$ cat config.mk
export PLATFORM = sky130hd
export DESIGN_NAME = cfg_bank
export DESIGN_NICKNAME = d
export VERILOG_FILES = /design/src/rtl/cfg_bank_pkg.sv /design/src/rtl/cfg_bank_decode.sv /design/src/rtl/cfg_bank_field.sv /design/src/rtl/cfg_bank.sv
export SDC_FILE = /design/constraint.sdc
export NUM_CORES = 1
export LEC_CHECK = 0
export BUFFER_PORTS_ARGS = -buffer_cell sky130_fd_sc_hd__buf_2
export CAP_MARGIN = 20
export CORE_AREA = 4 4 64 66
export DETAILED_ROUTE_END_ITERATION = 16
export DIE_AREA = 0 0 68 70
export PLACE_DENSITY = 0.7
export SLEW_MARGIN = 15
export SYNTH_ARGS = -nofsm -noshare
export SYNTH_HDL_FRONTEND = slang
export SYNTH_SLANG_ARGS = --single-unit
$ cat constraint.sdc
create_clock -name clk -period 3.2 [get_ports clk]
set_input_delay 0.64 -clock clk [delete_from_list [all_inputs] [get_ports clk]]
set_output_delay 0.64 -clock clk [all_outputs]
set_load 0.02 [all_outputs]
$ cat src/rtl/cfg_bank_pkg.sv
package cfg_bank_pkg;
   typedef enum logic [1:0] {
      POL_ANY      = 2'd0,
      POL_SPECIAL  = 2'd1,
      POL_ONCE     = 2'd2,
      POL_CLR_ONCE = 2'd3
   } wr_pol_e;

   localparam int unsigned NREG       = 4;
   localparam int unsigned A_DIV_HI   = 0;
   localparam int unsigned A_DIV_LO   = 1;
   localparam int unsigned A_CFG      = 2;
   localparam int unsigned A_PROT     = 3;
endpackage

$ cat src/rtl/cfg_bank_decode.sv
module cfg_bank_decode #(
   parameter int unsigned ADDR_W = 3,
   parameter int unsigned NREG   = 4
) (
   input  logic              wr_en,
   input  logic [ADDR_W-1:0] addr,
   output logic [NREG-1:0]   wr_strb
);
   for (genvar i = 0; i < NREG; i++) begin : g_strb
      assign wr_strb[i] = wr_en && (addr == ADDR_W'(i));
   end
endmodule

$ cat src/rtl/cfg_bank_field.sv
module cfg_bank_field
   import cfg_bank_pkg::*;
#(
   parameter int unsigned WIDTH  = 1,
   parameter wr_pol_e     POLICY = POL_ANY
) (
   input  logic             clk,
   input  logic             rst_n,
   input  logic             special,
   input  logic             wr,
   input  logic             gate,
   input  logic [WIDTH-1:0] rst_val,
   input  logic [WIDTH-1:0] d,
   output logic [WIDTH-1:0] q
);
   if (WIDTH < 1) begin : g_bad_width
      $error("cfg_bank_field: WIDTH must be at least 1");
   end

   if (POLICY == POL_ANY) begin : g_any
      wire unused_special = special;
      always_ff @(posedge clk) begin
         if (!rst_n)          q <= rst_val;
         else if (wr && gate) q <= d;
      end
   end else if (POLICY == POL_SPECIAL) begin : g_special
      always_ff @(posedge clk) begin
         if (!rst_n)                     q <= rst_val;
         else if (wr && gate && special) q <= d;
      end
   end else if (POLICY == POL_ONCE) begin : g_once
      logic used;
      always_ff @(posedge clk) begin
         if (!rst_n) begin
            q    <= rst_val;
            used <= 1'b0;
         end else if (wr && gate) begin
            if (special) begin
               q <= d;
            end else if (!used) begin
               q    <= d;
               used <= 1'b1;
            end
         end
      end
   end else begin : g_clr_once
      logic used;
      always_ff @(posedge clk) begin
         if (!rst_n) begin
            q    <= rst_val;
            used <= 1'b0;
         end else if (wr && gate) begin
            if (special) begin
               q <= d;
            end else if (!used && (d == '0)) begin
               q    <= '0;
               used <= 1'b1;
            end
         end
      end
   end
endmodule

$ cat src/rtl/cfg_bank.sv
module cfg_bank
   import cfg_bank_pkg::*;
#(
   parameter int unsigned ADDR_W = 3,
   parameter int unsigned DIV_W  = 10,
   parameter int unsigned BLK_W  = 6
) (
   input  logic              clk,
   input  logic              rst_n,
   input  logic              special_i,
   input  logic              latch_en_i,
   input  logic              prog_en_i,
   input  logic [7:0]        shadow_hi_i,
   input  logic [7:0]        shadow_lo_i,
   input  logic              wr_en_i,
   input  logic [ADDR_W-1:0] addr_i,
   input  logic [7:0]        wdata_i,
   output logic [7:0]        rdata_o,
   output logic [DIV_W-1:0]  div_o,
   output logic              dbg_lock_dis_o,
   output logic              shadow_dis_o,
   output logic              flash_open_o,
   output logic              wait_stop_o,
   output logic              prot_lock_o,
   output logic              shadow_prot_o,
   output logic [BLK_W-1:0]  blk_prot_o
);
   localparam int unsigned DIV_HI_W = DIV_W - 8;
   localparam int unsigned HI_PAD   = 8 - DIV_HI_W;
   localparam int unsigned PROT_PAD = 7 - BLK_W;

   if (DIV_W < 9 || DIV_W > 10) begin : g_bad_div
      $error("cfg_bank: DIV_W must be 9 or 10 (upper bits come from shadow_hi[1:0])");
   end
   if (BLK_W < 1 || BLK_W > 6) begin : g_bad_blk
      $error("cfg_bank: BLK_W must be 1..6");
   end
   if (ADDR_W < 2) begin : g_bad_addr
      $error("cfg_bank: ADDR_W must cover four registers");
   end

   logic [NREG-1:0]     wr_strb;
   logic [DIV_HI_W-1:0] div_hi_q;
   logic [7:0]          div_lo_q;
   logic [1:0]          dbg_shd_q;
   logic                rsvd_q;
   logic                fo_q;
   logic                pl_q;
   logic [1:0]          ws_dm_q;
   logic [BLK_W:0]      prot_q;
   logic                div_gate;
   logic                prot_gate;

   wire unused_in = ^{shadow_hi_i[3:2], wdata_i[3]};

   cfg_bank_decode #(.ADDR_W(ADDR_W), .NREG(NREG)) u_dec (
      .wr_en   (wr_en_i),
      .addr    (addr_i),
      .wr_strb (wr_strb)
   );

   assign div_gate  = !latch_en_i;
   assign prot_gate = !prog_en_i && !pl_q;

   cfg_bank_field #(.WIDTH(DIV_HI_W), .POLICY(POL_ONCE)) u_div_hi (
      .clk(clk), .rst_n(rst_n), .special(special_i),
      .wr(wr_strb[A_DIV_HI]), .gate(div_gate),
      .rst_val(shadow_hi_i[DIV_HI_W-1:0]), .d(wdata_i[DIV_HI_W-1:0]), .q(div_hi_q)
   );

   cfg_bank_field #(.WIDTH(8), .POLICY(POL_ONCE)) u_div_lo (
      .clk(clk), .rst_n(rst_n), .special(special_i),
      .wr(wr_strb[A_DIV_LO]), .gate(div_gate),
      .rst_val(shadow_lo_i), .d(wdata_i), .q(div_lo_q)
   );

   cfg_bank_field #(.WIDTH(2), .POLICY(POL_SPECIAL)) u_dbg_shd (
      .clk(clk), .rst_n(rst_n), .special(special_i),
      .wr(wr_strb[A_CFG]), .gate(1'b1),
      .rst_val(shadow_hi_i[7:6]), .d(wdata_i[7:6]), .q(dbg_shd_q)
   );

   cfg_bank_field #(.WIDTH(1), .POLICY(POL_ANY)) u_rsvd (
      .clk(clk), .rst_n(rst_n), .special(special_i),
      .wr(wr_strb[A_CFG]), .gate(1'b0),
      .rst_val(shadow_hi_i[5]), .d(wdata_i[5]), .q(rsvd_q)
   );

   cfg_bank_field #(.WIDTH(1), .POLICY(POL_CLR_ONCE)) u_fo (
      .clk(clk), .rst_n(rst_n), .special(special_i),
      .wr(wr_strb[A_CFG]), .gate(1'b1),
      .rst_val(shadow_hi_i[4]), .d(wdata_i[4]), .q(fo_q)
   );

   cfg_bank_field #(.WIDTH(1), .POLICY(POL_ONCE)) u_pl (
      .clk(clk), .rst_n(rst_n), .special(special_i),
      .wr(wr_strb[A_CFG]), .gate(1'b1),
      .rst_val(1'b0), .d(wdata_i[1]), .q(pl_q)
   );

   cfg_bank_field #(.WIDTH(2), .POLICY(POL_ANY)) u_ws_dm (
      .clk(clk), .rst_n(rst_n), .special(special_i),
      .wr(wr_strb[A_CFG]), .gate(1'b1),
      .rst_val(2'b10), .d({wdata_i[2], wdata_i[0]}), .q(ws_dm_q)
   );

   cfg_bank_field #(.WIDTH(BLK_W + 1), .POLICY(POL_ANY)) u_prot (
      .clk(clk), .rst_n(rst_n), .special(special_i),
      .wr(wr_strb[A_PROT]), .gate(prot_gate),
      .rst_val({(BLK_W + 1){1'b1}}), .d({wdata_i[7], wdata_i[BLK_W-1:0]}), .q(prot_q)
   );

   always_comb begin
      rdata_o = 8'h00;
      unique case (addr_i)
         ADDR_W'(A_DIV_HI): rdata_o = {{HI_PAD{1'b0}}, div_hi_q};
         ADDR_W'(A_DIV_LO): rdata_o = div_lo_q;
         ADDR_W'(A_CFG):    rdata_o = {dbg_shd_q, rsvd_q, fo_q, 1'b1,
                                       ws_dm_q[1], pl_q, ws_dm_q[0]};
         ADDR_W'(A_PROT):   rdata_o = {prot_q[BLK_W], {PROT_PAD{1'b1}}, prot_q[BLK_W-1:0]};
         default:           rdata_o = 8'h00;
      endcase
   end

   assign div_o          = {div_hi_q, div_lo_q};
   assign dbg_lock_dis_o = dbg_shd_q[1];
   assign shadow_dis_o   = dbg_shd_q[0];
   assign flash_open_o   = fo_q;
   assign wait_stop_o    = ws_dm_q[1];
   assign prot_lock_o    = pl_q;
   assign shadow_prot_o  = prot_q[BLK_W];
   assign blk_prot_o     = prot_q[BLK_W-1:0];
endmodule

==> run_results.csv, run 1 <==
group,metric,value,unit
power,peakVddDrop,0.170,mV
global_route,grt_antenna_before_repair,0,
worst_setup_path,cp.required,2.56,ns
global_route,grt_pass1_vias,1168,
flow_run,maxCapViolCount,0,
clock_tree,cts_made_buffers,3,
drt,wl_per_cell,14.0,µm
clock_tree,holdBufCountCts,0,
place,gp_congestion,0.715,
power,p_per_area,407,nW/µm²
power,clockPowerShare,0.243,
place,dpl_cell_area,1730,µm²
logic_synthesis,seq_area_frac_synth,0.506,
floorplan,die_height,70,µm
global_route,grt_pass1_wl,5530,µm
layout,syn_to_final_growth,27.7,%
logic_synthesis,synth.avg_cell_area,9.96,µm²
logic_synthesis,yosys_warnings,0,
power,p_sw_frac,0.273,
clock_tree,htreeDepth,1,
worst_setup_path,slowest_delay,0.40,ns
logic_synthesis,synth-main-ff-cell,"edfxtp_1",
worst_setup_path,cp-start-kind,"input port",
run_status,outcome,"completed",
worst_setup_path,worstPathArrival,1.82,ns
worst_setup_path,crit_top_cell,"buf_2",
sta,final-hold-violation-count,0,
drt,routed_wl,3430,µm
global_route,grt.total_usage,0.152,
worst_setup_path,path_delay_family,"simple AND/OR/NAND/NOR gates",
clock_tree,post_cts_buffers,0,
layout,postLayoutCellArea,1770,µm²
sta,setup_viol,0,
sta,tightest_slew,0.489,ns
drt,drt-initial-drc-count,62,
min_path,holdPathStages,2,
power,power_frac_seq,0.563,
sta,clock.fmax,0.407,GHz
worst_setup_path,cp_cell_sequence,"buf_2, nor2b_1, a22oi_1, nor2_1, buf_2",
logic_synthesis,yosysUniqueCellTypes,27,
logic_synthesis,netlist_area,1390,µm²
drt,drtAntennaViolNets,0,
sta,clock_skew,0.00804,ns
worst_setup_path,cpMaxStageDelayCell,"nor2b_1",
layout,nets,230,
sta,rsz0062_at_grt,"no",
sta,fin_ws,0.744,ns
global_route,grt_overflow,0,
worst_setup_path,critical_path_depth,5,
min_path,hold_path_class,"reg2reg",
floorplan,dieWidth,68,µm
power,p_int,523,µW
logic_synthesis,synthArstFlopShare,0,
sta,slew_headroom,0.672,
logic_synthesis,yosys_register_bits,28,
floorplan,die_area,4760,µm²
layout,most-common-layout-cells,"60 x buf_2, 20 x nor2_1, 14 x o21ai_0, 14 x edfxtp_1, 14 x dfxtp_1",
logic_synthesis,synth_edf_count,14,
global_route,grt_max_degree,29,
drt,detail_route.first_pass.iterations,4,
worst_setup_path,critical_path_buf_inv_count,2,
logic_synthesis,synthCells,139,
sta,slew_viol_final,0,
clock_tree,cts.sinks,28,
layout,final_common_cell,"buf_2",
clock_tree,cts_tree,"yes",
power,pwr-share-comb,0.194,
logic_synthesis,syn_nets,172,
sta,tns,0,ns
logic_synthesis,synth_top_area_cell,"edfxtp_1",
drt,viasPerCell,4.94,
drt,drc_errors,0,
drt,num_vias,1206,
worst_setup_path,ff2ff_path_depth,4,
worst_setup_path,cp_max_fo,18,
layout,num_antenna_cells,0,
worst_setup_path,crit_path_end_kind,"output pin",
clock_tree,path_clk_slew,0.15,ns
place,dp_hpwl,2530,µm
layout,drive_above_1_share,0.408,
layout,fillers,380,
logic_synthesis,yosys.area.top_type_share,0.304,
clock_tree,clock_latency,0.33,ns
logic_synthesis,synth.area.top_cells,"edfxtp_1 30%, dfxtp_1 20%, mux2i_1 7.2%, mux2_2 6.5%, nor2_1 5.4%",
clock_tree,ctsResizeCount,0,
clock_tree,cts_buffer_depth,2,
floorplan,io_pins,63,
power,power.leakage,0.766,nW
sta,post-route-min-period,2.46,ns
clock_tree,root_buffer,"clkbuf_4",
place,place_ws,0.716,ns
power,p_total,720,µW
sta,period_share,0.767,
power,p_switching,197,µW
floorplan,rows,22,
place,port_buffers,60,
worst_setup_path,criticalPathCategory,"in2out",
floorplan,start_util,0.387,
floorplan,core,3580,µm²
==> final timing paths <==
| check | from | slack (ns) | to |
|---|---|---|---|
| max | addr_i[0] | 0.74 | rdata_o[4] |
| min | u_div_lo.g_once.used | 0.47 | u_div_lo.g_once.used |
| max reg2reg | u_div_lo.g_once.used | 2.05 | u_div_lo.q[2] |
| min reg2reg | u_div_lo.g_once.used | 0.47 | u_div_lo.g_once.used |
==> routing by layer <==
layer,part of all wire,vias up,GRT usage
met4,0.0050,0,0.0464
met3,0.067,2,0.0370
met2,0.50,40,0.260
met5,0,-,0
li1,-,595,-
met1,0.42,569,0.184
==> state kept, by name, indices dropped and copies added, names as in the netlist, 2 cells and up <==
name	flops
u_dbg_shd.q	2
u_div_lo.q	8
u_prot.q	7
u_ws_dm.q	2
u_div_hi.q	2
==> cell usage after synthesis (2+ instances only) <==
library cell	count
nor3_1	2
a22oi_1	4
clkbuf_1	5
inv_1	12
o21ai_0	14
mux2i_1	10
nand2_1	10
mux4_2	2
buf_1	2
nor2b_1	4
o21a_1	2
dfxtp_1	14
edfxtp_1	14
buf_2	3
mux2_2	8
a21oi_1	3
nor2_1	20
==> cell families after synthesis <==
family,synth area share
mux,0.170
buf+inv,0.0650
compound gates,0.112
simple gates,0.147
flops,0.506
==> worst register-to-register path: cells and delay by family, from the launching register on <==
family	cells	cell delay (ns)
flip-flops	1	0.33
AO/OA/AOI/OAI	2	0.29
buffers and inverters	2	0.26
==> area by class of cell <==
| class | instances | area, µm² | share of cell area |
|---|---|---|---|
| tap | 48 | 60.1 | 0.0339 |
| inverter | 13 | 48.8 | 0.0276 |
| clock buffer | 4 | 36.3 | 0.0205 |
| timing repair buffer | 63 | 323 | 0.182 |
| multi-input combinational | 88 | 601 | 0.339 |
| sequential | 28 | 701 | 0.396 |
==> metrics by stage <==
stage,hold slack [ns],utilization,instances
finish,0.468,0.494,244
global route,0.467,0.494,244
global placement,0.440,0.484,240
CTS,0.474,0.494,244
detailed placement,0.445,0.484,240
floorplan,0.426,-,139
==> power by group through the flow <==
| stage | clock [mW] | combinational [mW] | sequential [mW] |
|---|---|---|---|
| after floorplan | 0 | 0.0657 | 0.433 |
| after global placement | 0 | 0.139 | 0.413 |
| after detailed placement | 0 | 0.141 | 0.414 |
| after CTS | 0.177 | 0.141 | 0.406 |
| after global routing | 0.190 | 0.153 | 0.408 |
| final | 0.175 | 0.140 | 0.405 |
Note: power is estimated with default switching activity, not from simulation.
==> run 2, diff against run 1 <==
==> constraint.sdc (replaced) <==
create_clock -name clk -period 2.4 [get_ports clk]
set_input_delay 0.48 -clock clk [delete_from_list [all_inputs] [get_ports clk]]
set_output_delay 0.48 -clock clk [all_outputs]
set_load 0.02 [all_outputs]
==> run 2 against run 1 <==
  * Routed wire length grew 0.85%
  * Count of clock-buffer cells in the layout is the same
  * Utilization grew 0.14 points
  * Die area is the same
  * Critical endpoint unchanged
  * Highest routed layer unchanged
  * Sequential power grew 34%
  * Global-route usage shrank 0.23 points
  * Sequential share of layout area shrank 0.11 points
  * Combinational power grew 34%
==> run_results.csv, run 2 (same netlist as run 1, synthesis figures left out) <==
group,metric,value,unit
sta,slew_headroom,0.731,
clock_tree,root_buffer,"clkbuf_4",
clock_tree,post_cts_buffers,0,
layout,num_antenna_cells,0,
worst_setup_path,crit_path_end_kind,"output pin",
power,power.leakage,0.770,nW
layout,fillers,352,
place,gp_congestion,0.748,
sta,tns,0,ns
global_route,grt_max_degree,24,
worst_setup_path,ff2ff_path_depth,4,
sta,tightest_slew,0.400,ns
drt,viasPerCell,4.86,
layout,largest_reg_flops,8,
drt,drtAntennaViolNets,0,
layout,final_common_cell,"buf_2",
clock_tree,path_clk_slew,0.15,ns
floorplan,die_area,4760,µm²
sta,post-route-min-period,2.13,ns
layout,largestRegisters,"u_div_lo.q x8, u_prot.q x7",
layout,top_register,"u_div_lo.q",
layout,syn_to_final_growth,28.1,%
layout,postLayoutCellArea,1770,µm²
worst_setup_path,timing.rr.start,"u_div_lo.g_once.used",
drt,wl_per_cell,14.1,µm
power,p_total,933,µW
floorplan,rows,22,
clock_tree,cts_tree,"yes",
drt,detail_route.first_pass.iterations,4,
sta,slew_viol_final,0,
sta,clock.fmax,0.470,GHz
sta,clock_skew,0.00609,ns
worst_setup_path,startpoint,"addr_i[0]",
worst_setup_path,cp.required,1.92,ns
floorplan,die_height,70,µm
clock_tree,holdBufCountCts,0,
layout,post-route-util,0.496,
sta,rsz0062_at_grt,"no",
clock_tree,cts_made_buffers,3,
place,dp.cells,242,
drt,num_vias,1196,
floorplan,start_util,0.387,
worst_setup_path,cp-start-kind,"input port",
worst_setup_path,criticalPathCategory,"in2out",
min_path,worstHoldStart,"shadow_hi_i[5]",
layout,most-common-layout-cells,"60 x buf_2, 20 x nor2_1, 14 x o21ai_0, 14 x edfxtp_1, 14 x dfxtp_1",
floorplan,core,3580,µm²
place,dpl_cell_area,1750,µm²
clock_tree,htreeDepth,1,
worst_setup_path,worstPathArrival,1.65,ns
clock_tree,clock_latency,0.33,ns
sta,final-hold-violation-count,0,
global_route,grt_antenna_before_repair,0,
global_route,grt_overflow,0,
place,place_ws,0.240,ns
layout,nets,232,
min_path,hold_path_class,"in2reg",
sta,fin_ws,0.272,ns
sta,setup_viol,0,
flow_run,maxCapViolCount,0,
clock_tree,cts.sinks,28,
layout,stdcell_count,246,
global_route,grt_pass1_vias,1137,
drt,drt-initial-drc-count,58,
place,port_buffers,60,
drt,routed_wl,3460,µm
place,dp_hpwl,2530,µm
floorplan,io_pins,63,
global_route,grt_pass1_wl,5500,µm
global_route,grt.total_usage,0.150,
min_path,holdPathStages,1,
layout,drive_above_1_share,0.409,
clock_tree,ctsResizeCount,0,
drt,drc_errors,0,
sta,whs,0.330,ns
power,p_per_area,526,nW/µm²
run_status,outcome,"completed",
clock_tree,cts_buffer_depth,2,
floorplan,dieWidth,68,µm
sta,period_share,0.887,
power,peakVddDrop,0.388,mV
worst_setup_path,cp_max_fo,18,
-- run 2: changes by cell type in the layout (fill, tap and decap cells not counted), sizes merged --
cell	previous run	this run
buf	63	65
-- run 2: critical path, cell delays in order --
cell and delay (ns):
buf_2 0.31, nor2b_1 0.40, a22oi_1 0.15, nor2_1 0.12, buf_2 0.18
-- run 2: routing by layer --
layer  global-route usage  up-vias  wire, µm
met5                    0        -         0
met4               0.0464        0        38
met2                0.244       40      1680
met1                0.195      553      1490
met3               0.0322        4       249
li1                     -      599         -
-- run 2: path summary, 6_finish.rpt --
| path | slack, ns | end |
|---|---|---|
| setup / recovery | 0.27 | rdata_o[4] |
| hold / removal | 0.33 | u_rsvd.q |
| setup reg to reg | 1.23 | u_div_lo.q[5] |
| hold reg to reg | 0.46 | u_div_lo.g_once.used |
-- run 2: layout make-up --
| class | instances | area, µm² | share of cell area |
|---|---|---|---|
| Tap cell | 48 | 60.1 | 0.0339 |
| Clock buffer | 4 | 26.3 | 0.0148 |
| Sequential cell | 28 | 701 | 0.395 |
| Inverter | 13 | 48.8 | 0.0275 |
| Timing Repair Buffer | 65 | 338 | 0.190 |
| Multi-Input combinational cell | 88 | 601 | 0.339 |
-- run 2: power by group --
| part | internal (mW) | leakage [nW] | switching (mW) |
|---|---|---|---|
| registers | 0.530 | 0.251 | 0.0109 |
| logic | 0.0773 | 0.503 | 0.111 |
| clock network | 0.0652 | 0.0150 | 0.139 |
| total | 0.672 | 0.770 | 0.261 |
==> run 3, diff against run 2 <==
--- a/config.mk
+++ b/config.mk
@@ -6,11 +6,12 @@
 export NUM_CORES = 1
 export LEC_CHECK = 0
 export BUFFER_PORTS_ARGS = -buffer_cell sky130_fd_sc_hd__buf_2
-export CAP_MARGIN = 20
+export CAP_MARGIN = 10
 export CORE_AREA = 4 4 64 66
 export DETAILED_ROUTE_END_ITERATION = 16
 export DIE_AREA = 0 0 68 70
 export PLACE_DENSITY = 0.7
+export REMOVE_ABC_BUFFERS = 1
 export SLEW_MARGIN = 15
 export SYNTH_ARGS = -nofsm -noshare
 export SYNTH_HDL_FRONTEND = slang
==> run 3 against run 2 <==
  * Utilization up 0.17 points
  * Highest routed layer unchanged
  * Sequential power about the same
  * Largest cell class unchanged
  * Critical path depth down 1
  * Worst setup slack better by 0.016 ns
  * Critical path type unchanged
  * Via count down 0.25%
  * Count of clock-buffer cells in the layout unchanged
  * Largest power group unchanged
  * Non-clock buffer count down 2
==> run_results.csv, run 3 (same netlist as run 1, synthesis figures left out) <==
group,metric,value,unit
global_route,grt_overflow,0,
place,place_ws,0.270,ns
layout,drive_above_1_share,0.408,
drt,wl_per_cell,13.4,µm
sta,clock.fmax,0.473,GHz
clock_tree,holdBufCountCts,0,
layout,num_antenna_cells,0,
layout,final_common_cell,"buf_2",
worst_setup_path,critical_path_buf_inv_count,2,
worst_setup_path,ff2ff_path_depth,4,
sta,slew_headroom,0.680,
drt,viasPerCell,4.89,
floorplan,die_height,70,µm
drt,drc_errors,0,
sta,tightest_slew,0.477,ns
min_path,hold_path_class,"in2reg",
layout,largestRegisters,"u_div_lo.q x8, u_prot.q x7",
layout,post-route-util,0.498,
drt,detail_route.first_pass.iterations,4,
layout,most-common-layout-cells,"60 x buf_2, 20 x nor2_1, 14 x o21ai_0, 14 x edfxtp_1, 14 x dfxtp_1",
power,p_per_area,560,nW/µm²
worst_setup_path,worstPathArrival,1.63,ns
floorplan,dieWidth,68,µm
drt,drtAntennaViolNets,0,
sta,clock_skew,0.00648,ns
layout,nets,230,
sta,slew_viol_final,0,
worst_setup_path,crit_top_cell,"buf_2",
clock_tree,cts_buffer_depth,2,
drt,num_vias,1193,
drt,routed_wl,3280,µm
floorplan,core,3580,µm²
clock_tree,cts.sinks,28,
global_route,grt_pass1_vias,1186,
min_path,min_to,"u_rsvd.q",
place,port_buffers,60,
place,dp_hpwl,2540,µm
sta,rsz0062_at_grt,"no",
layout,top_register,"u_div_lo.q",
worst_setup_path,r2r_slack,1.23,ns
layout,multi_input_area,601,µm²
global_route,grt_antenna_before_repair,0,
sta,period_share,0.880,
clock_tree,post_cts_buffers,0,
floorplan,die_area,4760,µm²
clock_tree,root_buffer,"clkbuf_4",
worst_setup_path,slowest_delay,0.54,ns
flow_run,maxCapViolCount,0,
global_route,grt_pass1_wl,5370,µm
clock_tree,cts_tree,"yes",
global_route,grt_max_degree,29,
place,gp_congestion,0.734,
layout,ff_latch_area,701,µm²
clock_tree,ctsResizeCount,0,
worst_setup_path,crit_path_end_kind,"output pin",
power,peakVddDrop,0.349,mV
clock_tree,htreeDepth,1,
layout,largest_reg_flops,8,
worst_setup_path,cp_cell_sequence,"buf_2, mux4_2, nor2b_1, buf_2",
clock_tree,cts_made_buffers,3,
clock_tree,clock_latency,0.33,ns
sta,tns,0,ns
min_path,holdPathStages,1,
min_path,worstHoldStart,"shadow_hi_i[5]",
worst_setup_path,cp-start-kind,"input port",
floorplan,start_util,0.387,
floorplan,io_pins,63,
worst_setup_path,timing.rr.start,"u_div_lo.g_once.used",
layout,fillers,379,
worst_setup_path,cpMaxStageDelayCell,"mux4_2",
sta,post-route-min-period,2.11,ns
drt,drt-initial-drc-count,42,
clock_tree,path_clk_slew,0.15,ns
run_status,outcome,"completed",
worst_setup_path,cp.required,1.92,ns
floorplan,rows,22,
sta,final-hold-violation-count,0,
worst_setup_path,critical_path_depth,4,
worst_setup_path,cp_max_fo,18,
sta,fin_ws,0.288,ns
sta,setup_viol,0,
layout,syn_to_final_growth,28.5,%
worst_setup_path,criticalPathCategory,"in2out",
worst_setup_path,path_delay_family,"multiplexers",
global_route,grt.total_usage,0.144,
worst_setup_path,reg2reg_to,"u_div_lo.q[2]",
power,power.leakage,0.771,nW
-- run 3: cell types whose count changed in the layout (fill, tap and decap cells not counted), sizes merged --
| cell | delta |
|---|---|
| buf | -2 |
-- run 3: area by class of cell --
class | count | area share
Clock buffer | 4 | 0.0267
Timing Repair Buffer | 63 | 0.181
Tap cell | 48 | 0.0337
Inverter | 13 | 0.0274
Multi-Input combinational cell | 88 | 0.337
Sequential cell | 28 | 0.394
-- run 3: worst reg2reg max path, cell delays in order (launching register included) --
cell and delay (ns):
dfxtp_1 0.33, inv_1 0.05, o21ai_0 0.08, o21ai_0 0.25
buf_4 0.20
-- run 3: worst max-delay path by stage --
stage	from	endpoint	slack [ns]
6_report	addr_i[0]	rdata_o[0]	0.29
3_5_place_dp	addr_i[0]	rdata_o[1]	0.27
3_3_place_gp	addr_i[0]	rdata_o[1]	0.27
5_1_grt	addr_i[0]	rdata_o[4]	0.21
4_1_cts	addr_i[0]	rdata_o[1]	0.27
2_1_floorplan	addr_i[2]	u_prot.q[0]	0.28
-- run 3: layer usage --
metal / vias to the layer above / part of all wire / GRT usage
met5: - / 0 / 0
met4: 0 / 0.0043 / 0.0265
met3: 2 / 0.073 / 0.0386
met2: 34 / 0.50 / 0.242
met1: 561 / 0.43 / 0.183
li1: 596 / - / -
-- run 3: power breakdown --
part           internal [mW]  leakage (nW)  switching [mW]  total [mW]
clock network          0.127        0.0261           0.144       0.272
registers              0.530         0.251          0.0107       0.540
logic                 0.0751         0.494           0.110       0.185
total                  0.732         0.771           0.265       0.997
-- run 3: stage by stage --
| step | std cells | instance area [µm²] | power, mW | hold WS (ns) |
|---|---|---|---|---|
| final | 244 | 1780 | 0.997 | 0.323 |
| after global routing | 244 | 1780 | 1.04 | 0.309 |
| after CTS | 244 | 1780 | 1.01 | 0.316 |
| after detailed placement | 240 | 1730 | 0.739 | 0.446 |
| after global placement | 240 | 1730 | 0.736 | 0.436 |
| after floorplan | 129 | 1340 | 0.649 | 0.426 |
